<file path="src/rtl/dl_pkg.sv">
package dl_pkg;
  typedef enum logic {SRC_OQ = 1'b0, SRC_LB = 1'b1} dl_src_e;

  // Cell-boundary pick: alternate when both wait, else take the one that waits.
  function automatic dl_src_e dl_pick(logic lb_wait, logic oq_wait, dl_src_e last);
    if (lb_wait && oq_wait) return (last == SRC_LB) ? SRC_OQ : SRC_LB;
    else if (lb_wait)       return SRC_LB;
    else                    return SRC_OQ;
  endfunction
endpackage

</file>
<file path="src/rtl/dl_byte_fifo.sv">
module dl_byte_fifo #(
  parameter int DATA_W = 8,
  parameter int DEPTH  = 212,
  localparam int PTR_W = $clog2(DEPTH),
  localparam int CNT_W = $clog2(DEPTH + 1)
) (
  input  logic              clk,
  input  logic              rst_n,
  input  logic              wr_en,
  input  logic [DATA_W-1:0] wr_data,
  input  logic              rd_en,
  output logic [DATA_W-1:0] rd_data,
  output logic [CNT_W-1:0]  used
);
  logic [DATA_W-1:0] mem [DEPTH];
  logic [PTR_W-1:0]  wr_ptr, rd_ptr;

  function automatic logic [PTR_W-1:0] bump(logic [PTR_W-1:0] p);
    return (p == PTR_W'(DEPTH - 1)) ? '0 : p + PTR_W'(1);
  endfunction

  always_ff @(posedge clk) begin
    if (wr_en) mem[wr_ptr] <= wr_data;
  end

  always_ff @(posedge clk) begin
    if (!rst_n) begin
      wr_ptr <= '0;
      rd_ptr <= '0;
      used   <= '0;
    end else begin
      if (wr_en) wr_ptr <= bump(wr_ptr);
      if (rd_en) rd_ptr <= bump(rd_ptr);
      case ({wr_en, rd_en})
        2'b10:   used <= used + CNT_W'(1);
        2'b01:   used <= used - CNT_W'(1);
        default: used <= used;
      endcase
    end
  end

  assign rd_data = mem[rd_ptr];
endmodule

</file>
<file path="src/rtl/dl_ingress_split.sv">
module dl_ingress_split #(
  parameter int DATA_W     = 8,
  parameter int CELL_BYTES = 53,
  parameter int FREE_W     = 8,
  localparam int IDX_W     = $clog2(CELL_BYTES)
) (
  input  logic              clk,
  input  logic              rst_n,
  input  logic              loop_en,
  input  logic              loop_transp,
  input  logic [FREE_W-1:0] lb_free,
  input  logic              atm_valid,
  output logic              atm_ready,
  input  logic [DATA_W-1:0] atm_data,
  input  logic              atm_soc,
  output logic              ct_valid,
  input  logic              ct_ready,
  output logic [DATA_W-1:0] ct_data,
  output logic              ct_soc,
  output logic              lb_wr_en,
  output logic [DATA_W-1:0] lb_wr_data,
  output logic              lb_cell_in
);
  localparam logic [IDX_W-1:0] LAST = IDX_W'(CELL_BYTES - 1);

  logic [IDX_W-1:0] idx;
  logic             m_loop, m_transp;
  logic             at_start, stray, cur_loop, cur_transp, lb_room, to_ct, hs;

  always_comb begin
    at_start   = (idx == '0);
    stray      = at_start && !atm_soc;
    cur_loop   = at_start ? loop_en     : m_loop;
    cur_transp = at_start ? loop_transp : m_transp;
    lb_room    = !cur_loop || !at_start || (lb_free >= FREE_W'(CELL_BYTES));
    to_ct      = !cur_loop || cur_transp;
    ct_valid   = atm_valid && !stray && lb_room && to_ct;
    atm_ready  = stray || (lb_room && (!to_ct || ct_ready));
    hs         = atm_valid && atm_ready && !stray;
    lb_wr_en   = hs && cur_loop;
    lb_cell_in = lb_wr_en && (idx == LAST);
  end

  assign ct_data    = atm_data;
  assign ct_soc     = at_start;
  assign lb_wr_data = atm_data;

  always_ff @(posedge clk) begin
    if (!rst_n) begin
      idx      <= '0;
      m_loop   <= 1'b0;
      m_transp <= 1'b0;
    end else if (hs) begin
      if (at_start) begin
        m_loop   <= loop_en;
        m_transp <= loop_transp;
      end
      idx <= (idx == LAST) ? '0 : idx + IDX_W'(1);
    end
  end
endmodule

</file>
<file path="src/rtl/dl_rx_arbiter.sv">
module dl_rx_arbiter
  import dl_pkg::*;
#(
  parameter int DATA_W     = 8,
  parameter int CELL_BYTES = 53,
  parameter int LBC_W      = 3,
  localparam int IDX_W     = $clog2(CELL_BYTES)
) (
  input  logic              clk,
  input  logic              rst_n,
  input  logic [LBC_W-1:0]  lb_cells,
  input  logic [DATA_W-1:0] lb_rd_data,
  output logic              lb_rd_en,
  output logic              lb_cell_out,
  input  logic              oq_valid,
  output logic              oq_ready,
  input  logic [DATA_W-1:0] oq_data,
  input  logic              oq_soc,
  output logic              rx_valid,
  input  logic              rx_ready,
  output logic [DATA_W-1:0] rx_data,
  output logic              rx_soc
);
  localparam logic [IDX_W-1:0] LAST = IDX_W'(CELL_BYTES - 1);

  logic             busy;
  dl_src_e          src, last_src, pick;
  logic [IDX_W-1:0] idx;
  logic             lb_wait, oq_wait, hs;

  always_comb begin
    lb_wait     = (lb_cells != '0);
    oq_wait     = oq_valid && oq_soc;
    pick        = dl_pick(lb_wait, oq_wait, last_src);
    rx_valid    = busy && ((src == SRC_LB) || oq_valid);
    rx_data     = (src == SRC_LB) ? lb_rd_data : oq_data;
    rx_soc      = busy && (idx == '0);
    oq_ready    = busy ? ((src == SRC_OQ) && rx_ready) : (oq_valid && !oq_soc);
    lb_rd_en    = busy && (src == SRC_LB) && rx_ready;
    hs          = rx_valid && rx_ready;
    lb_cell_out = hs && (src == SRC_LB) && (idx == LAST);
  end

  always_ff @(posedge clk) begin
    if (!rst_n) begin
      busy     <= 1'b0;
      src      <= SRC_OQ;
      last_src <= SRC_OQ;
      idx      <= '0;
    end else if (!busy) begin
      if (lb_wait || oq_wait) begin
        busy     <= 1'b1;
        src      <= pick;
        last_src <= pick;
        idx      <= '0;
      end
    end else if (hs) begin
      if (idx == LAST) begin
        busy <= 1'b0;
        idx  <= '0;
      end else begin
        idx <= idx + IDX_W'(1);
      end
    end
  end
endmodule

</file>
<file path="src/rtl/dn_loop_merge.sv">
module dn_loop_merge #(
  parameter int DATA_W     = 8,
  parameter int CELL_BYTES = 53,
  parameter int LOOP_CELLS = 4,
  parameter int IBF_W      = 4
) (
  input  logic              clk,
  input  logic              rst_n,
  input  logic              loop_en,
  input  logic              loop_transp,
  input  logic [IBF_W-1:0]  ib_free_cells,
  output logic              tx_cell_avail,
  input  logic              atm_valid,
  output logic              atm_ready,
  input  logic [DATA_W-1:0] atm_data,
  input  logic              atm_soc,
  output logic              ct_valid,
  input  logic              ct_ready,
  output logic [DATA_W-1:0] ct_data,
  output logic              ct_soc,
  input  logic              oq_valid,
  output logic              oq_ready,
  input  logic [DATA_W-1:0] oq_data,
  input  logic              oq_soc,
  output logic              rx_valid,
  input  logic              rx_ready,
  output logic [DATA_W-1:0] rx_data,
  output logic              rx_soc
);
  localparam int LB_DEPTH = LOOP_CELLS * CELL_BYTES;
  localparam int LB_CNT_W = $clog2(LB_DEPTH + 1);
  localparam int LBC_W    = $clog2(LOOP_CELLS + 1);

  logic                lb_wr_en, lb_rd_en, lb_cell_in, lb_cell_out;
  logic [DATA_W-1:0]   lb_wr_data, lb_rd_data;
  logic [LB_CNT_W-1:0] lb_used, lb_free;
  logic [LBC_W-1:0]    lb_cells;

  assign lb_free = LB_CNT_W'(LB_DEPTH) - lb_used;

  dl_ingress_split #(.DATA_W(DATA_W), .CELL_BYTES(CELL_BYTES), .FREE_W(LB_CNT_W)) u_split (
    .clk(clk), .rst_n(rst_n), .loop_en(loop_en), .loop_transp(loop_transp),
    .lb_free(lb_free), .atm_valid(atm_valid), .atm_ready(atm_ready),
    .atm_data(atm_data), .atm_soc(atm_soc), .ct_valid(ct_valid), .ct_ready(ct_ready),
    .ct_data(ct_data), .ct_soc(ct_soc), .lb_wr_en(lb_wr_en), .lb_wr_data(lb_wr_data),
    .lb_cell_in(lb_cell_in)
  );

  dl_byte_fifo #(.DATA_W(DATA_W), .DEPTH(LB_DEPTH)) u_lbuf (
    .clk(clk), .rst_n(rst_n), .wr_en(lb_wr_en), .wr_data(lb_wr_data),
    .rd_en(lb_rd_en), .rd_data(lb_rd_data), .used(lb_used)
  );

  // Whole cells ready for the receive side.
  always_ff @(posedge clk) begin
    if (!rst_n) lb_cells <= '0;
    else begin
      case ({lb_cell_in, lb_cell_out})
        2'b10:   lb_cells <= lb_cells + LBC_W'(1);
        2'b01:   lb_cells <= lb_cells - LBC_W'(1);
        default: lb_cells <= lb_cells;
      endcase
    end
  end

  dl_rx_arbiter #(.DATA_W(DATA_W), .CELL_BYTES(CELL_BYTES), .LBC_W(LBC_W)) u_arb (
    .clk(clk), .rst_n(rst_n), .lb_cells(lb_cells), .lb_rd_data(lb_rd_data),
    .lb_rd_en(lb_rd_en), .lb_cell_out(lb_cell_out), .oq_valid(oq_valid),
    .oq_ready(oq_ready), .oq_data(oq_data), .oq_soc(oq_soc), .rx_valid(rx_valid),
    .rx_ready(rx_ready), .rx_data(rx_data), .rx_soc(rx_soc)
  );

  assign tx_cell_avail = (ib_free_cells != '0) &&
                         (!loop_en || (lb_free >= LB_CNT_W'(CELL_BYTES)));
endmodule

</file>
<file path="config.mk">
export PLATFORM = sky130hd
export DESIGN_NAME = dn_loop_merge
export DESIGN_NICKNAME = d
export VERILOG_FILES = /design/src/rtl/dl_pkg.sv /design/src/rtl/dl_byte_fifo.sv /design/src/rtl/dl_ingress_split.sv /design/src/rtl/dl_rx_arbiter.sv /design/src/rtl/dn_loop_merge.sv
export SDC_FILE = /design/constraint.sdc
export NUM_CORES = 2
export LEC_CHECK = 0
export CAP_MARGIN = 20
export CORE_MARGIN = 4
export CORE_UTILIZATION = 55
export CTS_CLUSTER_SIZE = 40
export DETAILED_ROUTE_END_ITERATION = 12
export PLACE_DENSITY = 0.67
export REMOVE_ABC_BUFFERS = 1
export SKIP_LAST_GASP = 1
export SYNTH_ARGS = -nofsm -noshare
export SYNTH_HDL_FRONTEND = slang
export SYNTH_SLANG_ARGS = --single-unit
export TNS_END_PERCENT = 10
</file>
<file path="constraint.sdc">
create_clock -name clk -period 11.05 [get_ports clk]
set_input_delay 2.21 -clock clk [delete_from_list [all_inputs] [get_ports clk]]
set_output_delay 2.21 -clock clk [all_outputs]
set_load 0.01 [all_outputs]
</file>
* Word level (Yosys, flattened, before mapping)
Memory sizes are Yosys's and may differ from the RTL's. A register that Yosys moved wholly into a read port is not among the register bits.
Index checks and enable logic that the tools add are counted.
** Operators by class
- Add/subtract/negate cells :: 9
- Magnitude comparators :: 1
- Equal/unequal tests :: 9
- Muxes and demuxes :: 24
- Bitwise operators :: 2
- Reduce and logical (&&, ||, !) cells :: 45
** Operator list (number)
- 8-bit 2-to-1 mux :: 5
- 6-bit 2-to-1 mux :: 5
- 8-bit by 1-bit adder with 8-bit output (second input constant) :: 3
- 1-bit logical AND :: 21
- 8-bit == test (second input constant) :: 2
- 8-bit one-hot mux with 2 select lines :: 1
- 6-bit by 1-bit adder with 6-bit output (second input constant) :: 2
- 6-bit == test (second input constant) :: 2
- 6-bit zero test :: 2
- 1-bit 2-to-1 mux :: 12
- 8-bit by 6-bit greater-or-equal comparator with 1-bit output (second input constant) :: 1
- 1-bit logical OR :: 8
- 8-bit by 1-bit subtractor with 8-bit output (second input constant) :: 1
- 8-bit subtractor (first input constant) :: 1
- 1-bit zero test :: 7
- 3-bit one-hot mux with 2 select lines :: 1
- 2-bit nonzero test :: 3
- 2-bit by 1-bit == test with 1-bit output (second input constant) :: 2
- 2-bit == test (second input constant) :: 2
- 2-bit AND reduction :: 2
- 4-bit nonzero test :: 1
- 3-bit by 1-bit adder with 3-bit output (second input constant) :: 1
- 3-bit nonzero test :: 1
- 3-bit by 1-bit subtractor with 3-bit output (second input constant) :: 1
- 2 further kinds :: 3
** Storage, ports and cells
- Register bits :: 43
- Memory bits (writable) :: 1696
- Output and inout port bits :: 23
- Word-level logic and storage cells :: 101
- Memories :: 1
** Memories
- u_lbuf.mem :: words 212, bits a word 8, rd ports 1, clocked after memory_dff 1, write ports 1, RTL line dl_byte_fifo.sv:15 : logic [DATA_W-1:0] mem [DEPTH];

* Longest topological paths before layout
- Depth in word-level cells :: 14
- Gate-level depth with buffers :: 20
- Depth with buffers taken out :: 19

* Cells and area by module
A second synthesis with hierarchy kept.
** Second synthesis, totals
- Cells, all modules :: 3537
- Area total of the unflattened synthesis :: 69088.8 um^2
** Modules (own cells, without submodules)
- dl_byte_fifo :: instances 1, cells an instance 3328, area an instance 67328.3 um^2, sequential area each 51569.5 um^2
- dl_ingress_split :: instances 1, cells an instance 88, area an instance 723.2 um^2, sequential area each 160.2 um^2
- dl_rx_arbiter :: instances 1, cells an instance 69, area an instance 609.3 um^2, sequential area each 160.2 um^2
- dn_loop_merge :: instances 1, cells an instance 52, area an instance 427.9 um^2, sequential area each 60.1 um^2

* Worst setup path before layout
Ideal clock, no wire load.
- Kind :: input port to output port
- Start :: input port loop_en
- End :: output port atm_ready
- Data arrival time :: 2.969 ns
- Slack :: 5.871 ns
- Cell stages on the path :: 4
- Buffers on the path :: 0
- Path through :: nor4b_2 nor3_1 a41o_1 o21ai_0
** Between the ends
- Cells in the longest elaborated chain, start to end :: 7
- Elaborated cells between the ends (all ways) :: 9
- Those cells by class :: mux: 1; reduce/logical: 8
** RTL lines
- from (decl) :: RTL line dn_loop_merge.sv:9 : input logic loop_en,
- 1-bit 2-to-1 mux (*) :: RTL line dl_ingress_split.sv:33 : cur_loop = at_start ? loop_en : m_loop;
- 1-bit zero test (*) :: RTL line dl_ingress_split.sv:35, dl_ingress_split.sv:36
- 1-bit logical OR :: RTL line dl_ingress_split.sv:36 : to_ct = !cur_loop || cur_transp;
- 1-bit zero test :: RTL line dl_ingress_split.sv:38 : atm_ready = stray || (lb_room && (!to_ct || ct_ready));
- 1-bit logical OR :: RTL line dl_ingress_split.sv:38
- 1-bit logical AND (*) :: RTL line dl_ingress_split.sv:38
- 1-bit logical OR (*) :: RTL line dl_ingress_split.sv:38
- to (decl) :: RTL line dn_loop_merge.sv:14 : output logic atm_ready,
Mark *: on every way between the ends. The rest lies on a longest branch, timed or not.

==> summary.txt <==
MaxCap Viol Count: 0
CTS sink count: 1747
max-slew violation count: 0
Slew @ Worst Pin: 1220 ps
DP Wirelength: 105000 um
Synth Area in Simple Gates: 0.0383
vias in the first global route: 35600
Relative slew margins: 0.183
hold depth: 2
first-pass GRT wire length: 253000 um
die height: 361 um
Post-Syn Area: 68600 um^2
DRT Wirelength: 175000 um
Final Hold Viols: 0
area of the multi-input gates: 15600 um^2
Setup-failing EPs final: 0
setup ws final: 2940 ps
fin cells: 5255
Post-Place Worst Slack: 3650 ps
Max stage delay on crit path: 820 ps
critical path's top delay family: buffers and inverters
initial core utilization: 0.554
largest family of logic cells by synthesized area: multiplexers
leak pwr: 22.8 nW
crit-path cells: buf_4, buf_4, mux4_2, a22oi_1, a21oi_1, nor4b_1, o311ai_0, buf_2, buf_4, clkdlybuf4s50_1
P per Cell Area: 173 nW/um^2
hold buffers post-CTS: 0
fin crit period: 8110 ps
placed cell count: 4948
Horiz. Die Dim: 361 um
setup bufs post-CTS: 0
most frequent CP cell: buf_4
vias per inst: 6.73
Worst Hold Class: flop to flop
CP bufs+invs: 5
syn avg cell area: 20.2 um^2
asr flop ratio synth: 0
core area: 124000 um^2
warnings from Yosys: 0
Tot GR Track Use: 0.270
Worst Path Arrival: 5900 ps
flop and latch count out of synthesis: 1747
CTS tree: done
Post-synth EDFFs: 1696
TNS Setup: 0 ps
final period utilization: 0.734
WHS: 489 ps
row count: 129
Nets: 3528
post-synth cell types: 82
CP Launch Type: flop
GP Congestion: 0.847
CP Depth: 10
multiplexer area fraction after synthesis: 0.153
CTS buffer count: 168
pin count of the biggest net entering global routing: 135
fmax: 0.123 GHz
gr ovfl total: 0
clock slew at reported path FFs: 60 ps
# DRC: 0
IO buf count: 52
most common cell after layout, fill and taps aside: edfxtp_1
FF-to-FF path depth: 19
H-tree Lvls: 4
Synth-to-Final Area Change: 11.2%
register area share after synthesis: 0.757
layout cells sized above 1: 0.217
CP Data Required Time: 8840 ps
1st-iter DRT viols: 4657
complex-gate fraction of the synthesized area: 0.0309
post_cts resized: 0
Routed WL per cell: 33.3 um
clk root buf: clkbuf_16
Vias: 35400
register area: 52000 um^2
Post-Synthesis Cells: 3405
worst skew pair latency: 810 ps
RSZ-0062 raised after global routing: no
xor and xnor fraction of the mapped netlist area: 0.00268
placed cell area: 70700 um^2
Critical Path End Type: output port
dominant synthesized flop cell: edfxtp_1
detailed-router iteration count before antenna repair: 6
Longest Clk Path Bufs: 3
Worst Skew: 40.6 ps
antenna viol nets, final: 0
fin area: 76300 um^2
Die ar.: 130000 um^2
Ports: 53
fill cell count: 8396
Crit Path Max Fanout: 48
Post-Synth Adder-Cell Area: 0.00266
status: finished, final reports clean
Worst VDD drop: 0.149 mV
critical path class: flop to output port
Crit-path slowest cell: buf_4
initial antenna violation count: 3
most frequent cells in the layout: edfxtp_1, mux4_2, nor2_1
==> through the flow <==
stage          power, mW  utilization
6_report            13.2        0.616
5_1_grt             13.6        0.616
4_1_cts             13.3        0.616
3_5_place_dp        7.58        0.571
3_3_place_gp        7.57        0.571
2_1_floorplan       7.44            -
==> layout make-up <==
| type | count | share of cell area |
|---|---|---|
| Tap cell | 1637 | 0.0268 |
| Clock inverter | 114 | 0.0157 |
| Sequential cell | 1747 | 0.681 |
| Antenna cell | 1 | 0.0000328 |
| Timing Repair Buffer | 109 | 0.0136 |
| Inverter | 18 | 0.000951 |
| Clock buffer | 189 | 0.0567 |
| Multi-Input combinational cell | 1440 | 0.205 |
==> flip-flops by register name (all words and copies together), names as in the netlist, named ones only <==
register          flops
u_lbuf.mem         1696
u_lbuf.rd_ptr         8
u_lbuf.used           8
u_lbuf.wr_ptr         8
u_arb.idx             6
u_split.idx           6
lb_cells              3
u_arb.busy            1
u_arb.src             1
u_split.m_loop        1
u_split.m_transp      1
==> synth_stat cells, types with 16 or more instances <==
| library cell | count | share of area |
|---|---|---|
| a21oi_1 | 59 | 0.0043 |
| a22oi_1 | 43 | 0.0047 |
| a31oi_1 | 16 | 0.0015 |
| buf_1 | 17 | 0.00093 |
| buf_2 | 78 | 0.0057 |
| buf_4 | 34 | 0.0037 |
| clkbuf_1 | 68 | 0.0037 |
| dfxtp_1 | 51 | 0.015 |
| edfxtp_1 | 1696 | 0.74 |
| mux2i_1 | 91 | 0.013 |
| mux4_2 | 421 | 0.14 |
| nand2_1 | 146 | 0.0080 |
| nand3_1 | 42 | 0.0031 |
| nor2_1 | 265 | 0.014 |
| nor2b_1 | 18 | 0.0016 |
| o21ai_0 | 43 | 0.0031 |
| o22ai_1 | 20 | 0.0018 |
==> final timing paths <==
path | to | startpoint | slack, ps
setup / recovery | rx_data[2] | flop | 2940
hold / removal | u_split.m_transp | u_split.m_transp | 490
setup reg to reg | u_lbuf.used[6] | u_split.idx[0] | 5980
hold reg to reg | u_split.m_transp | u_split.m_transp | 490
==> cells by family after synthesis <==
| logic type | Yosys count |
|---|---|
| AOI/OAI and AO/OA | 306 |
| xor gates and xnor gates | 21 |
| adders and majority gates | 14 |
| buffers and inverters | 218 |
| DFF | 1747 |
| muxes | 520 |
| and+or+nand+nor | 579 |
==> worst register-to-register path, cell delays in order (launching register included) <==
cell      delay, ps
dfxtp_1         360
inv_1           100
ha_1            160
or4b_4          490
or2_4           290
o21ai_0         390
a21o_1          290
nor3_2           80
buf_4           240
inv_2           230
ha_1            490
xor2_1          150
ha_1            240
a21oi_1         260
o21ai_0         140
a221oi_1        420
mux2i_1         240
a21oi_1          90
xor2_1          150
and2_1          150
==> where the power goes <==
group / total, mW / leakage [nW] / internal [mW] / switching (mW)
Clock: 5.76 / 2.69 / 3.30 / 2.46
Combinational: 0.179 / 4.45 / 0.0362 / 0.143
Sequential: 7.27 / 15.7 / 7.26 / 0.00361
==> routing by layer <==
metal  up-vias  global-route usage  share of wire
met3       335              0.0689           0.11
met4         2              0.0881          0.033
li1      14200                   -              -
met1     18700               0.386           0.38
met5         -             0.00290        0.00019
met2      2164               0.417           0.47
No activity file was read; power rests on OpenSTA's default activity.
